--- src/rtl/memmap_pkg.sv ---
package memmap_pkg;
    localparam int ADDR_W   = 24;
    localparam int DATA_W   = 8;
    localparam int N_TGT    = 11;
    localparam int N_REGION = 13;
    localparam int N_REGS   = 3;

    typedef enum logic [3:0] {
        RG_ZP, RG_LOW, RG_ROMWIN, RG_VIDEO, RG_PERIPH, RG_CLKPORT,
        RG_TOPWIN, RG_RAMHI, RG_GAP, RG_EXPRAM, RG_EXPSPC, RG_FLASHHI, RG_EXPROM
    } region_e;

    localparam logic [ADDR_W-1:0] REGION_BASE [N_REGION] = '{
        24'h000000, 24'h000200, 24'h008000, 24'h00DF00, 24'h00DF20,
        24'h00DFC0, 24'h00E000, 24'h010000, 24'h1A0000, 24'h200000,
        24'h400000, 24'hC00000, 24'hC80000
    };

    localparam int T_INT_SRAM = 0;
    localparam int T_OB_SRAM  = 1;
    localparam int T_EXP_RAM  = 2;
    localparam int T_FLASH    = 3;
    localparam int T_CART_ROM = 4;
    localparam int T_EXP_ROM  = 5;
    localparam int T_MASK_ROM = 6;
    localparam int T_EXP_SPC  = 7;
    localparam int T_VIDEO    = 8;
    localparam int T_PERIPH   = 9;
    localparam int T_CLKPORT  = 10;

    localparam int RT_LOW_OFF = 3;
    localparam int RT_ROM_EN  = 4;
    localparam int RT_RAM_EN  = 5;
    localparam int RT_EXPSPC  = 6;
    localparam int RT_HI_EN   = 7;
    localparam int WN_TOP_EN  = 7;
    localparam int TM_ZP_EXT  = 2;

    localparam logic [ADDR_W-1:0] REG_ADDR [N_REGS] = '{24'h00DF27, 24'h00DF40, 24'h00DF41};

    typedef struct packed {
        logic [DATA_W-1:0] route;
        logic [DATA_W-1:0] window;
        logic [DATA_W-1:0] timing;
    } ctrl_t;

    function automatic logic [N_TGT-1:0] tgt_onehot(input int t);
        logic [N_TGT-1:0] v;
        v = '0;
        v[t] = 1'b1;
        return v;
    endfunction
endpackage

--- src/rtl/memmap_ctrl_regs.sv ---
module memmap_ctrl_regs
    import memmap_pkg::*;
(
    input  logic              clk,
    input  logic              rst,
    input  logic              bus_valid,
    input  logic              bus_wr,
    input  logic [ADDR_W-1:0] bus_addr,
    input  logic [DATA_W-1:0] bus_wdata,
    output ctrl_t             ctrl,
    output logic [DATA_W-1:0] rdata,
    output logic              hit
);
    logic [DATA_W-1:0] regs [N_REGS];
    logic [N_REGS-1:0] match;

    for (genvar g = 0; g < N_REGS; g++) begin : g_reg
        assign match[g] = (bus_addr == REG_ADDR[g]);
        always_ff @(posedge clk) begin
            if (rst)
                regs[g] <= '0;
            else if (bus_valid && bus_wr && match[g])
                regs[g] <= bus_wdata;
        end
    end

    always_comb begin
        rdata = '0;
        for (int i = 0; i < N_REGS; i++)
            if (match[i]) rdata = regs[i];
    end

    assign hit  = |match;
    assign ctrl = '{route: regs[0], window: regs[1], timing: regs[2]};

    // registers come out of reset cleared
    a_r3_reset_clear: assert property (@(posedge clk) rst |=> (ctrl == '0));
    // a valid write to the routing register is visible next cycle
    a_r2_route_write: assert property (@(posedge clk) disable iff (rst)
        (bus_valid && bus_wr && bus_addr == REG_ADDR[0]) |=> (ctrl.route == $past(bus_wdata)));
    // without a valid write the registers hold
    a_r2_hold: assert property (@(posedge clk) disable iff (rst)
        !(bus_valid && bus_wr) |=> $stable(ctrl));
endmodule

--- src/rtl/memmap_region_lookup.sv ---
module memmap_region_lookup
    import memmap_pkg::*;
(
    input  logic [ADDR_W-1:0] addr,
    output region_e           region
);
    always_comb begin
        region = RG_ZP;
        for (int i = 0; i < N_REGION; i++)
            if (addr >= REGION_BASE[i]) region = region_e'(i[3:0]);
    end
endmodule

--- src/rtl/memmap_target_select.sv ---
module memmap_target_select
    import memmap_pkg::*;
(
    input  logic             clk,
    input  logic             rst,
    input  region_e          region,
    input  ctrl_t            ctrl,
    input  logic             wr,
    input  logic             cart_n,
    output logic [N_TGT-1:0] sel,
    output logic             none
);
    logic rom_en, ram_en, both_en;
    assign rom_en  = ctrl.route[RT_ROM_EN];
    assign ram_en  = ctrl.route[RT_RAM_EN];
    assign both_en = rom_en && ram_en;

    always_comb begin
        sel = '0;
        unique case (region)
            RG_ZP:      sel = ctrl.timing[TM_ZP_EXT] ? tgt_onehot(T_OB_SRAM) : tgt_onehot(T_INT_SRAM);
            RG_LOW:     if (ram_en && !ctrl.route[RT_LOW_OFF]) sel = tgt_onehot(T_OB_SRAM);
            RG_ROMWIN: begin
                if (both_en && wr)  sel = tgt_onehot(T_OB_SRAM);
                else if (rom_en)    sel = cart_n ? tgt_onehot(T_FLASH) : tgt_onehot(T_CART_ROM);
            end
            RG_VIDEO:   sel = tgt_onehot(T_VIDEO);
            RG_PERIPH:  sel = tgt_onehot(T_PERIPH);
            RG_CLKPORT: sel = tgt_onehot(T_CLKPORT);
            RG_TOPWIN: begin
                if (!ctrl.window[WN_TOP_EN]) sel = tgt_onehot(T_MASK_ROM);
                else if (both_en && wr)      sel = tgt_onehot(T_OB_SRAM);
                else if (rom_en)             sel = tgt_onehot(T_FLASH);
                else if (ram_en)             sel = tgt_onehot(T_OB_SRAM);
            end
            RG_RAMHI:   if (ram_en) sel = tgt_onehot(T_OB_SRAM);
            RG_GAP:     sel = '0;
            RG_EXPRAM:  if (ram_en) sel = tgt_onehot(T_EXP_RAM);
            RG_EXPSPC:  if (ctrl.route[RT_EXPSPC]) sel = tgt_onehot(T_EXP_SPC);
            RG_FLASHHI: if (ctrl.route[RT_HI_EN]) sel = tgt_onehot(T_FLASH);
            RG_EXPROM:  if (ctrl.route[RT_HI_EN]) sel = tgt_onehot(T_EXP_ROM);
            default:    sel = '0;
        endcase
    end

    assign none = (sel == '0);

    // fixed I/O windows never depend on configuration
    a_r7_video_fixed: assert property (@(posedge clk) disable iff (rst)
        (region == RG_VIDEO) |-> sel[T_VIDEO]);
    // writes into the ROM window with both enables land in SRAM
    a_r11_split_write: assert property (@(posedge clk) disable iff (rst)
        (region == RG_ROMWIN && both_en && wr) |-> sel[T_OB_SRAM]);
    // the hole above the SRAM window is never claimed
    a_r9_gap_none: assert property (@(posedge clk) disable iff (rst)
        (region == RG_GAP) |-> none);
endmodule

--- src/rtl/memmap_cs_decoder.sv ---
module memmap_cs_decoder
    import memmap_pkg::*;
(
    input  logic              clk,
    input  logic              rst,
    input  logic              bus_valid,
    input  logic              bus_wr,
    input  logic [ADDR_W-1:0] bus_addr,
    input  logic [DATA_W-1:0] bus_wdata,
    input  logic              cart_n,
    output logic [DATA_W-1:0] bus_rdata,
    output logic              reg_hit,
    output logic [N_TGT-1:0]  cs_sel,
    output logic              cs_none
);
    ctrl_t   ctrl;
    region_e region;

    memmap_ctrl_regs u_regs (
        .clk(clk), .rst(rst), .bus_valid(bus_valid), .bus_wr(bus_wr),
        .bus_addr(bus_addr), .bus_wdata(bus_wdata),
        .ctrl(ctrl), .rdata(bus_rdata), .hit(reg_hit)
    );

    memmap_region_lookup u_lookup (.addr(bus_addr), .region(region));

    memmap_target_select u_select (
        .clk(clk), .rst(rst), .region(region), .ctrl(ctrl), .wr(bus_wr),
        .cart_n(cart_n), .sel(cs_sel), .none(cs_none)
    );

    // exactly one claimant for every address
    a_r1_one_claim: assert property (@(posedge clk) disable iff (rst)
        $onehot({cs_sel, cs_none}));
    // after reset the zero-page window points at internal SRAM
    a_r4_boot_zp: assert property (@(posedge clk)
        ($past(rst) && bus_addr < 24'h000200) |-> cs_sel[T_INT_SRAM]);
endmodule

--- config.mk ---
export PLATFORM = sky130hd
export DESIGN_NAME = memmap_cs_decoder
export DESIGN_NICKNAME = d
export VERILOG_FILES = /design/src/rtl/memmap_pkg.sv /design/src/rtl/memmap_ctrl_regs.sv /design/src/rtl/memmap_region_lookup.sv /design/src/rtl/memmap_target_select.sv /design/src/rtl/memmap_cs_decoder.sv
export SDC_FILE = /design/constraint.sdc
export NUM_CORES = 1
export LEC_CHECK = 0
export BUFFER_PORTS_ARGS = -buffer_cell sky130_fd_sc_hd__buf_2
export CORE_MARGIN = 3
export CORE_UTILIZATION = 25
export DETAILED_ROUTE_END_ITERATION = 8
export SLEW_MARGIN = 40
export SYNTH_ARGS = -nofsm -noshare
export SYNTH_HDL_FRONTEND = slang
export SYNTH_SLANG_ARGS = --single-unit
--- constraint.sdc ---
create_clock -name clk -period 4.3 [get_ports clk]
set_clock_uncertainty 0.2 [all_clocks]
set_input_delay 1.075 -clock clk [delete_from_list [all_inputs] [get_ports clk]]
set_output_delay 1.075 -clock clk [all_outputs]
set_load 0.02 [all_outputs]
Word-level counts from Yosys, hierarchy flattened
Memory sizes are Yosys's and may differ from the RTL's. Cells that the tools add are included.

Bitwise gates (word level): 3. Reductions and logical operators: 11. Multiplexer cells: 43. Equality and inequality tests: 14. Magnitude comparators: 12.

Operator list (count): $pmux 11 s12 (1); $ge 24x16->1 const B (5); $eq 24x16->1 const B (3); $mux 8 (7); $mux 11 (5); $ge 24x24->1 const B (2); $ge 24x10->1 const B (1); $ge 24x17->1 const B (1); $ge 24x21->1 const B (1); $ge 24x22->1 const B (1); $ge 24x23->1 const B (1); $mux 4 (6); $eq 4x3->1 const B (4); $eq 4x4->1 const B (4); $mux 3 (5); $mux 1 (12); $logic_not 11->1 (1); $mux 2 (5); $eq 4x2->1 const B (2); $logic_and 1x1->1 (7); $mux 6 (1); $mux 5 (1); $eq 4x1->1 const B (1); $logic_not 4->1 (1); other kinds (3) (5).

Logic and storage cells: 84. Memories kept: 1. Memory bits (writable): 24. Bits in registers: 0. Input port bits: 37.

Memories: u_regs.regs (depth 3, width 8, read ports 3, clocked after memory_dff 0, write ports 3, RTL line memmap_ctrl_regs.sv:14) `logic [DATA_W-1:0] regs [N_REGS];`.

Depth between registers and ports, before layout
Gate-level depths: netlist of run 1.

Depth after elaboration: 16. Mapped depth: 8.

Cells and area by module
A second synthesis of run 1 with hierarchy kept.

Cells, all modules: 219. Area, all modules: 2122.0 sq um.

Modules (own cells, without submodules): memmap_ctrl_regs (sequential area each 720.7 sq um, cells each 137, instances 1, area each 1525.2 sq um); memmap_target_select (sequential area each 0.0 sq um, cells each 48, instances 1, area each 360.3 sq um); memmap_region_lookup (sequential area each 0.0 sq um, cells each 34, instances 1, area each 236.5 sq um).

Worst setup path after synthesis of run 1
No wires, ideal clock.

Kind: in2out. Start point: in bus_addr[18]. End point: out cs_none. Buffers on the path: 0. Data arrival time: 3032 ps. Stages: 7. Required time: 3025 ps. Path slack: -7 ps. Path through: nor3_2 > nand3_4 > a31o_1 > o211a_4 > or3_4 > o31ai_2 > nor4_2.

Cells in the longest elaborated chain, start to end: 16. Elaborated cells on any way between the ends: 38.

RTL lines: start: declaration (RTL line memmap_cs_decoder.sv:8) `input logic [ADDR_W-1:0] bus_addr,`; $ge 24x10->1 (RTL line memmap_region_lookup.sv:10) `if (addr >= REGION_BASE[i]) region = region_e'(i[3:0]);`; $mux 1 (RTL line memmap_region_lookup.sv:10); $mux 2 (2 in series) (RTL line memmap_region_lookup.sv:10); $mux 3 (4 in series) (RTL line memmap_region_lookup.sv:10); $mux 4 (4 in series) (RTL line memmap_region_lookup.sv:10); $mux 4 * (RTL line memmap_region_lookup.sv:10); $eq 4x4->1, or another cell as far along (RTL line memmap_target_select.sv:20) `unique case (region)`; $pmux 11 s12 * (RTL line memmap_target_select.sv:20); via cs_sel[3] (RTL line memmap_cs_decoder.sv:13) `output logic [N_TGT-1:0] cs_sel,`; $logic_not 11->1 * (RTL line memmap_target_select.sv:46) `assign none = (sel == '0);`; end: declaration (RTL line memmap_cs_decoder.sv:14) `output logic cs_none`.

Mark *: on every way through the listed nets, which the timed path passes. The rest lies on a longest branch.

Worst setup path after layout of run 1
Start point: in bus_addr[9]. End point: out cs_none.

Cells in the longest elaborated chain, start to end: 16. Elaborated cells on any way between the ends: 38.

RTL lines (RTL line): $ge 24x10->1 (memmap_region_lookup.sv:10); $mux 1 (memmap_region_lookup.sv:10); $mux 2 (2 in series) (memmap_region_lookup.sv:10); $mux 3 (4 in series) (memmap_region_lookup.sv:10); $mux 4 (4 in series) (memmap_region_lookup.sv:10); $mux 4 * (memmap_region_lookup.sv:10); $eq 4x4->1, or another cell as far along (memmap_target_select.sv:20); $pmux 11 s12 * (memmap_target_select.sv:20); $logic_not 11->1 * (memmap_target_select.sv:46).

Every way passes the cells marked *; elsewhere a longest branch is shown, timed or not.

==> results.md, run 1 <==
* DR iter-0 viols at 43
* Hold buffer count at cts at 0
* Synth Flop Type: edfxtp_1
* Worst path arrival time at between 3000 and 4000 ps
* Post-synth design cell area at about 0.0017 mm²
* Total track usage at approximately an eighth
* Final Instance Area at around 0.0024 mm²
* Post-synthesis sequential area ratio at a little over two fifths
* Max-slew headroom at ~67%
* Met3 Use GR at 1.411%
* Die width at a little under 90 µm
* Largest register by flop count: u_regs.regs
* Seq cells post-synth at 24
* Synth warnings at 0
* Register share of total power at between 40 and 50%
* Antenna Nets Post-Route at 0
* Pre-CTS setup slack at -116.6 ps
* Root buffer selected by CTS: clkbuf_8
* Tmin final at approximately 4300 ps
* CTS tree: built
* RSZ-0062 raised after global routing: yes
* Antenna cells at 0
* Clk pwr share at 34.7%
* Initial antenna violation count at 0
* Min-Delay Path Class: input port to flip-flop
* Hold Fails Final Rpt at 0
* Final wirelength at approximately 4.9 mm
* Core area at about 0.0065 mm²
* H-tree depth at 1
* Crit-path max FO at 6
* Synth Instances at 168
* Syn_nets at roughly 210
* Non-filler cells, final at 331
* Max Root-Sink Buffers at 2
* Post-synth top area cell: edfxtp_1
* Setup slack after layout at -23.75 ps
* CTS clk-pin slew, worst paths at approximately 90 ps
* Avg Inst Size Synth at approximately 10 µm²
* Area share of the largest cell type after synthesis at roughly 43%
* Cell variety after synth at 50
* Port buffer count at 57
* DPL Wire Length at roughly 3.7 mm
* Num ports at 58
* Period utilization at 100.6%
* Post-synthesis async set-or-reset flop share at 0%
* Starting Density at a little over a quarter
* Hold endpoint: u_regs.regs[1][4]
* First-pass GRT wire length at between 7 and 8 mm
* Switching share of power at between 20 and 25%
* Critical path capture point type: primary output
* Vias at 1565
* Slowest CP cell: or3_4
* Post-DP Area at between 0.002 and 0.0025 mm²
* Initial DRT Pass Iterations at 3
* Number of clock sinks at 24
* Remaining routing DRC violations at 0
* P&R area growth vs syn at 44.44%
* Global placement routability congestion at just over 0.8
* Psw at 132.6 µW
* Max reg flops at 24
* Worst vdd ir at between 0.15 and 0.2 mV
* Final Slew Violations at 0
* Critical Path RT at between 3000 and 4000 ps
* DR vias/cell at between 4 and 5
* Grt ovf at 0
* Largest regs: u_regs.regs x24
* Worst Tran Pin Value at ~500 ps
* Die Area at 0.007778 mm²
* CTS Buf Count at 3
* Final setup viols at 2
* Vias in the first global route at between 1500 and 2000
* Largest cells by area after synthesis: edfxtp_1 43%, and2_1 9.6%, mux2i_1 4.7%
* Leak Pwr at 0.001039 µW
* Routed length per instance at 14.73 µm
* Grt met2 use at between 20 and 25%
* Post-synth EDFFs at 24
* Max Clk Rate at about 230 MHz
* PD cells at ~230 mW/mm²
* Die Span Y at roughly 90 µm
* Startpoint types: input port
* CP max stage delay at approximately 420 ps
* Hold depth at 2
* Share of layout cells above drive strength 1 at between 40% and 50%
* Internal power at between 400 and 500 µW
* WS Path Type: input port to primary output
* Hold slack at around 900 ps
* Pin count of the biggest net entering global routing at 15
* Combinational share of power at around 17%
* Number of cell rows at 29
* Failing checks: negative setup slack
* Placed cell count at between 300 and 400
* Nets at ~290
* Status: finished, violations left
* Crit path cell chain: buf_2 > and4b_1 > and2_4 > a31o_1 > o211a_4 > or3_4 > o311ai_4 > nor4_4 > buf_4
* Hold_sp: bus_wdata[4]
* Max-cap violations at 0
* Top Usage Layer GRT: met2
* Met1 usage at ~15%
==> placed cells by master, fill, tap and decap left out, types with 3 or more instances in the layout <==
master / instances
and2_1: 26
buf_2: 53
buf_4: 30
clkbuf_8: 3
edfxtp_1: 24
inv_1: 4
mux2i_1: 8
nand2_1: 19
nand2b_1: 3
nand3_1: 4
nand4_1: 3
nor2_1: 11
nor3_1: 4
nor3_4: 3
nor4_4: 3
o21ai_0: 10
o21ai_1: 3
==> final cells by class <==
| class | count | area, µm² |
|---|---|---|
| clock buffer | 3 | 41.29 |
| multi-input combinational | 137 | 1023 |
| inverter | 4 | 15.01 |
| fill | 673 | 4019 |
| timing repair buffer | 85 | 513.0 |
| sequential | 24 | 720.7 |
| tap | 77 | 96.34 |
| clock inverter | 1 | 30.03 |
==> timing repair <==
action                     4_1_cts  5_1_grt
resized for setup                7       16
pin swaps                        5        6
setup buffers                    1        2
setup endpoints to repair        4        4
==> per-layer routing <==
layer  vias up  routed length, µm
met5         -                  0
met4         0                101
met2        42               2387
met3         9                231
met1       720               2157
li1        794                  -
==> metrics by stage <==
stage	utilization [%]	setup TNS [ps]	total power (µW)
2_1_floorplan	-	0	318.6
3_3_place_gp	34.93	-211.8	367.8
3_5_place_dp	34.93	-333.4	369.1
4_1_cts	36.69	0	567.6
5_1_grt	37.78	-164.7	595.0
6_report	37.78	-43.53	571.5
==> cells in the mapped netlist (all sizes together), types with 2 or more instances <==
library cell  number
and2              28
edfxtp            24
nand2             19
nor2              13
o21ai             13
mux2i              8
nor3               7
nand3              5
nor4               5
inv                4
a21oi              3
clkbuf             3
nand2b             3
nand4              3
o31ai              3
or3                3
and3               2
nor3b              2
o211a              2
o21a               2
or4                2
==> how the worst max path moves through the flow <==
stage	start	endpoint	slack (ps)	cells past startpoint
floorplan	bus_addr[6]	cs_none	30	7
global placement	bus_addr[9]	cs_none	-90	9
detailed placement	bus_addr[9]	cs_none	-120	9
CTS	bus_addr[6]	cs_none	0.7	9
global route	bus_addr[9]	cs_none	-80	9
finish	bus_addr[9]	cs_none	-20	9
==> worst max-delay path, delay by kind of cell <==
kind | cells | cell delay (ps)
AO/OA/AOI/OAI | 3 | 810
buffers and inverters | 2 | 270
AND/OR/NAND/NOR | 4 | 900
==> power groups by stage <==
stage	clock, µW	combinational, µW	sequential, µW
detailed placement	0	90.1	279
finish	198	98.9	274
CTS	201	92.9	274
global placement	0	89.1	279
floorplan	0	41.6	277
global route	211	108	276
==> kinds of logic after synthesis <==
| kind of cell | after synthesis | synth area share (%) |
|---|---|---|
| and+or+nand+nor | 98 | 36.89 |
| AOI/OAI and AO/OA | 31 | 14.15 |
| DFF | 24 | 42.67 |
| muxes | 8 | 4.741 |
| buffers and inverters | 7 | 1.555 |
Power figures use the tool's default switching activity.
==> inputs of run 2 (changes only) <==
--- a/config.mk
+++ b/config.mk
@@ -6,9 +6,12 @@
 export NUM_CORES = 1
 export LEC_CHECK = 0
 export BUFFER_PORTS_ARGS = -buffer_cell sky130_fd_sc_hd__buf_2
+export CAP_MARGIN = 20
 export CORE_MARGIN = 3
 export CORE_UTILIZATION = 25
 export DETAILED_ROUTE_END_ITERATION = 8
+export GPL_TIMING_DRIVEN = 0
+export SETUP_SLACK_MARGIN = 0.5
 export SLEW_MARGIN = 40
 export SYNTH_ARGS = -nofsm -noshare
 export SYNTH_HDL_FRONTEND = slang
==> results.md, run 2 (same netlist as run 1, synthesis figures left out) <==
* Worst vdd ir at 0.1879 mV (was 0.1646 mV)
* DR iter-0 viols at 64 (was 43)
* Tmin final at 4365 ps (was 4324 ps)
* Max Clk Rate at 229.1 MHz (was 231.3 MHz)
* Post-layout util at 42.66% (was 37.78%)
* Port buffer count at 57 (unchanged)
* Initial antenna violation count at 0 (unchanged)
* Final setup viols at 2 (unchanged)
* Fin Setup TNS at -106.2 ps (was -43.53 ps)
* First-pass GRT wire length at 7.534 mm (was 7.383 mm)
* Worst path arrival time at 3090 ps (was 3050 ps)
* Critical path capture point type: primary output (unchanged)
* Antenna Nets Post-Route at 0 (unchanged)
* Pwr Total at 514.1 µW (was 571.5 µW)
* CTS tree: built (unchanged)
* Max-cap violations at 0 (unchanged)
* Antenna cells at 0 (unchanged)
* Total track usage at 12.60% (was 12.25%)
* Failing checks: negative setup slack (unchanged)
* Startpoint types: input port (unchanged)
* DPL Wire Length at 3.449 mm (was 3.720 mm)
* Root buffer selected by CTS: clkbuf_8 (unchanged)
* P&R area growth vs syn at 63.11% (was 44.44%)
* Remaining routing DRC violations at 0 (unchanged)
* Nets at 291 (was 292)
* Final Instance Area at 0.002755 mm² (was 0.002440 mm²)
* Number of cell rows at 29 (unchanged)
* H-tree depth at 1 (unchanged)
* CP max stage delay at 420 ps (about the same)
* Share of layout cells above drive strength 1 at 52.57% (was 46.06%)
* Die Span Y at 88.20 µm (unchanged)
* Max-slew headroom at 64.06% (was 67.17%)
* Die Area at 0.007778 mm² (unchanged)
* Crit path cell chain: buf_2 > and4b_2 > and2_4 > a31o_1 > o211a_4 > or3_4 > o311ai_4 > buf_4 > buf_6 (was buf_2 > and4b_1 > and2_4 > a31o_1 > o211a_4 > or3_4 > o311ai_4 > nor4_4 > buf_4)
* Die width at 88.20 µm (unchanged)
* Filler cell count in the final layout at 627 (was 673)
* Crit path from: bus_addr[10] (was bus_addr[9])
* Initial DRT Pass Iterations at 4 (was 3)
* Hold Fails Final Rpt at 0 (unchanged)
* Register area at 720.7 µm² (unchanged)
* RSZ-0062 raised after global routing: yes (unchanged)
* CTS Buf Count at 3 (unchanged)
* PD cells at 186.6 mW/mm² (was 234.2 mW/mm²)
* Final wirelength at 4.940 mm (was 4.877 mm)
* Setup slack after layout at -64.66 ps (was -23.75 ps)
* Max reg flops at 24 (unchanged)
* Most frequent cells in the layout: 33 x buf_2, 26 x and2_1, 24 x edfxtp_1, 23 x buf_6, 22 x buf_4 (was 53 x buf_2, 30 x buf_4, 26 x and2_1, 24 x edfxtp_1, 19 x nand2_1)
* Number of clock sinks at 24 (unchanged)
* Vias at 1601 (was 1565)
* Min-Delay Path Class: input port to flip-flop (unchanged)
* CTS clk-pin slew, worst paths at 80 ps (was 90 ps)
* Hold_sp: bus_wdata[4] (unchanged)
* Slowest CP cell: or3_4 (unchanged)
* Worst Tran Pin Value at 539.2 ps (was 488.8 ps)
* DR vias/cell at 4.852 (was 4.728)
* Num ports at 58 (unchanged)
* Global placement routability congestion at 0.8049 (was 0.8241)
* Largest regs: u_regs.regs x24 (unchanged)
* Period utilization at 101.5% (was 100.6%)
* Routed length per instance at 14.97 µm (was 14.73 µm)
* Final Slew Violations at 0 (unchanged)
* Most common cell after layout, fill and taps aside: buf_2 (unchanged)
* Hold buffer count at cts at 0 (unchanged)
* Post-DP Area at 0.002233 mm² (was 0.002256 mm²)
* Leak Pwr at 0.001100 µW (was 0.001039 µW)
* Area occupied by multi-input gates at 0.001191 mm² (was 0.001023 mm²)
* Max Root-Sink Buffers at 2 (unchanged)
* Largest register by flop count: u_regs.regs (unchanged)
* Core area at 0.006459 mm² (unchanged)
* Pin count of the biggest net entering global routing at 14 (was 15)
* Starting Density at 26.15% (unchanged)
* Vias in the first global route at 1594 (was 1603)
* Crit-path max FO at 4 (was 6)
* Status: finished, violations left (unchanged)
* WS Path Type: input port to primary output (unchanged)
* Grt ovf at 0 (unchanged)
* Critical Path RT at 3020 ps (about the same)
## run 2: cell types whose count changed in the layout (fill, tap and decap cells not counted), sizes merged
cell	previous run	this run
buf	85	80
clkinv	0	1
bufinv	1	0
clkbuf	3	7
## run 2: stage by stage
step | setup slack, ps | hold slack, ps | instances
global route | -131.8 | 904.2 | 330
detailed placement | -264.8 | 1179 | 302
CTS | -56.60 | 898.5 | 323
global placement | -243.3 | 1174 | 302
floorplan | 136.5 | 1073 | 168
finish | -64.66 | 900.2 | 330
## run 2: final cells by class
cell class | instances | area share, %
Multi-Input combinational cell | 137 | 43.23
Buffer | 3 | 1.362
Inverter | 4 | 0.5450
Tap cell | 77 | 3.497
Clock inverter | 1 | 0.1362
Timing Repair Buffer | 81 | 23.57
Sequential cell | 24 | 26.16
Clock buffer | 3 | 1.499
## run 2: critical path: cells and delay by family
kind | cells | cell delay, ps
AND/OR/NAND/NOR | 3 | 820
buffers and inverters | 3 | 400
AO/OA/AOI/OAI | 3 | 800
## run 2: final timing paths
path	cells after the start	endpoint	slack [ps]
worst max-delay path	9	cs_sel[1]	-60
worst min-delay path	2	u_regs.regs[1][4]	900
## run 2: repair_timing
item | 4_1_cts | 5_1_grt
resized for setup | 51 | 19
buffers inserted | 15 | 7
setup endpoints to repair | 17 | 17
cloned | 2 | 0
pin swaps | 9 | 12
## run 2: routing by layer
layer / share of wire (%) / up-vias / wire, µm / track usage (%)
met3: 4.8 / 7 / 235 / 1.693
met5: 0 / - / 0 / 0
met1: 42 / 752 / 2059 / 15.04
li1: - / 796 / - / -
met2: 52 / 46 / 2575 / 23.45
met4: 1.4 / 0 / 69 / 3.434
## run 2: where the power goes
| part | internal (µW) | switching (µW) | total, µW |
|---|---|---|---|
| clock network | 63.9 | 69.3 | 133 |
| registers | 268 | 5.69 | 274 |
| logic | 48.1 | 59.1 | 107 |
| total | 380 | 134 | 514 |
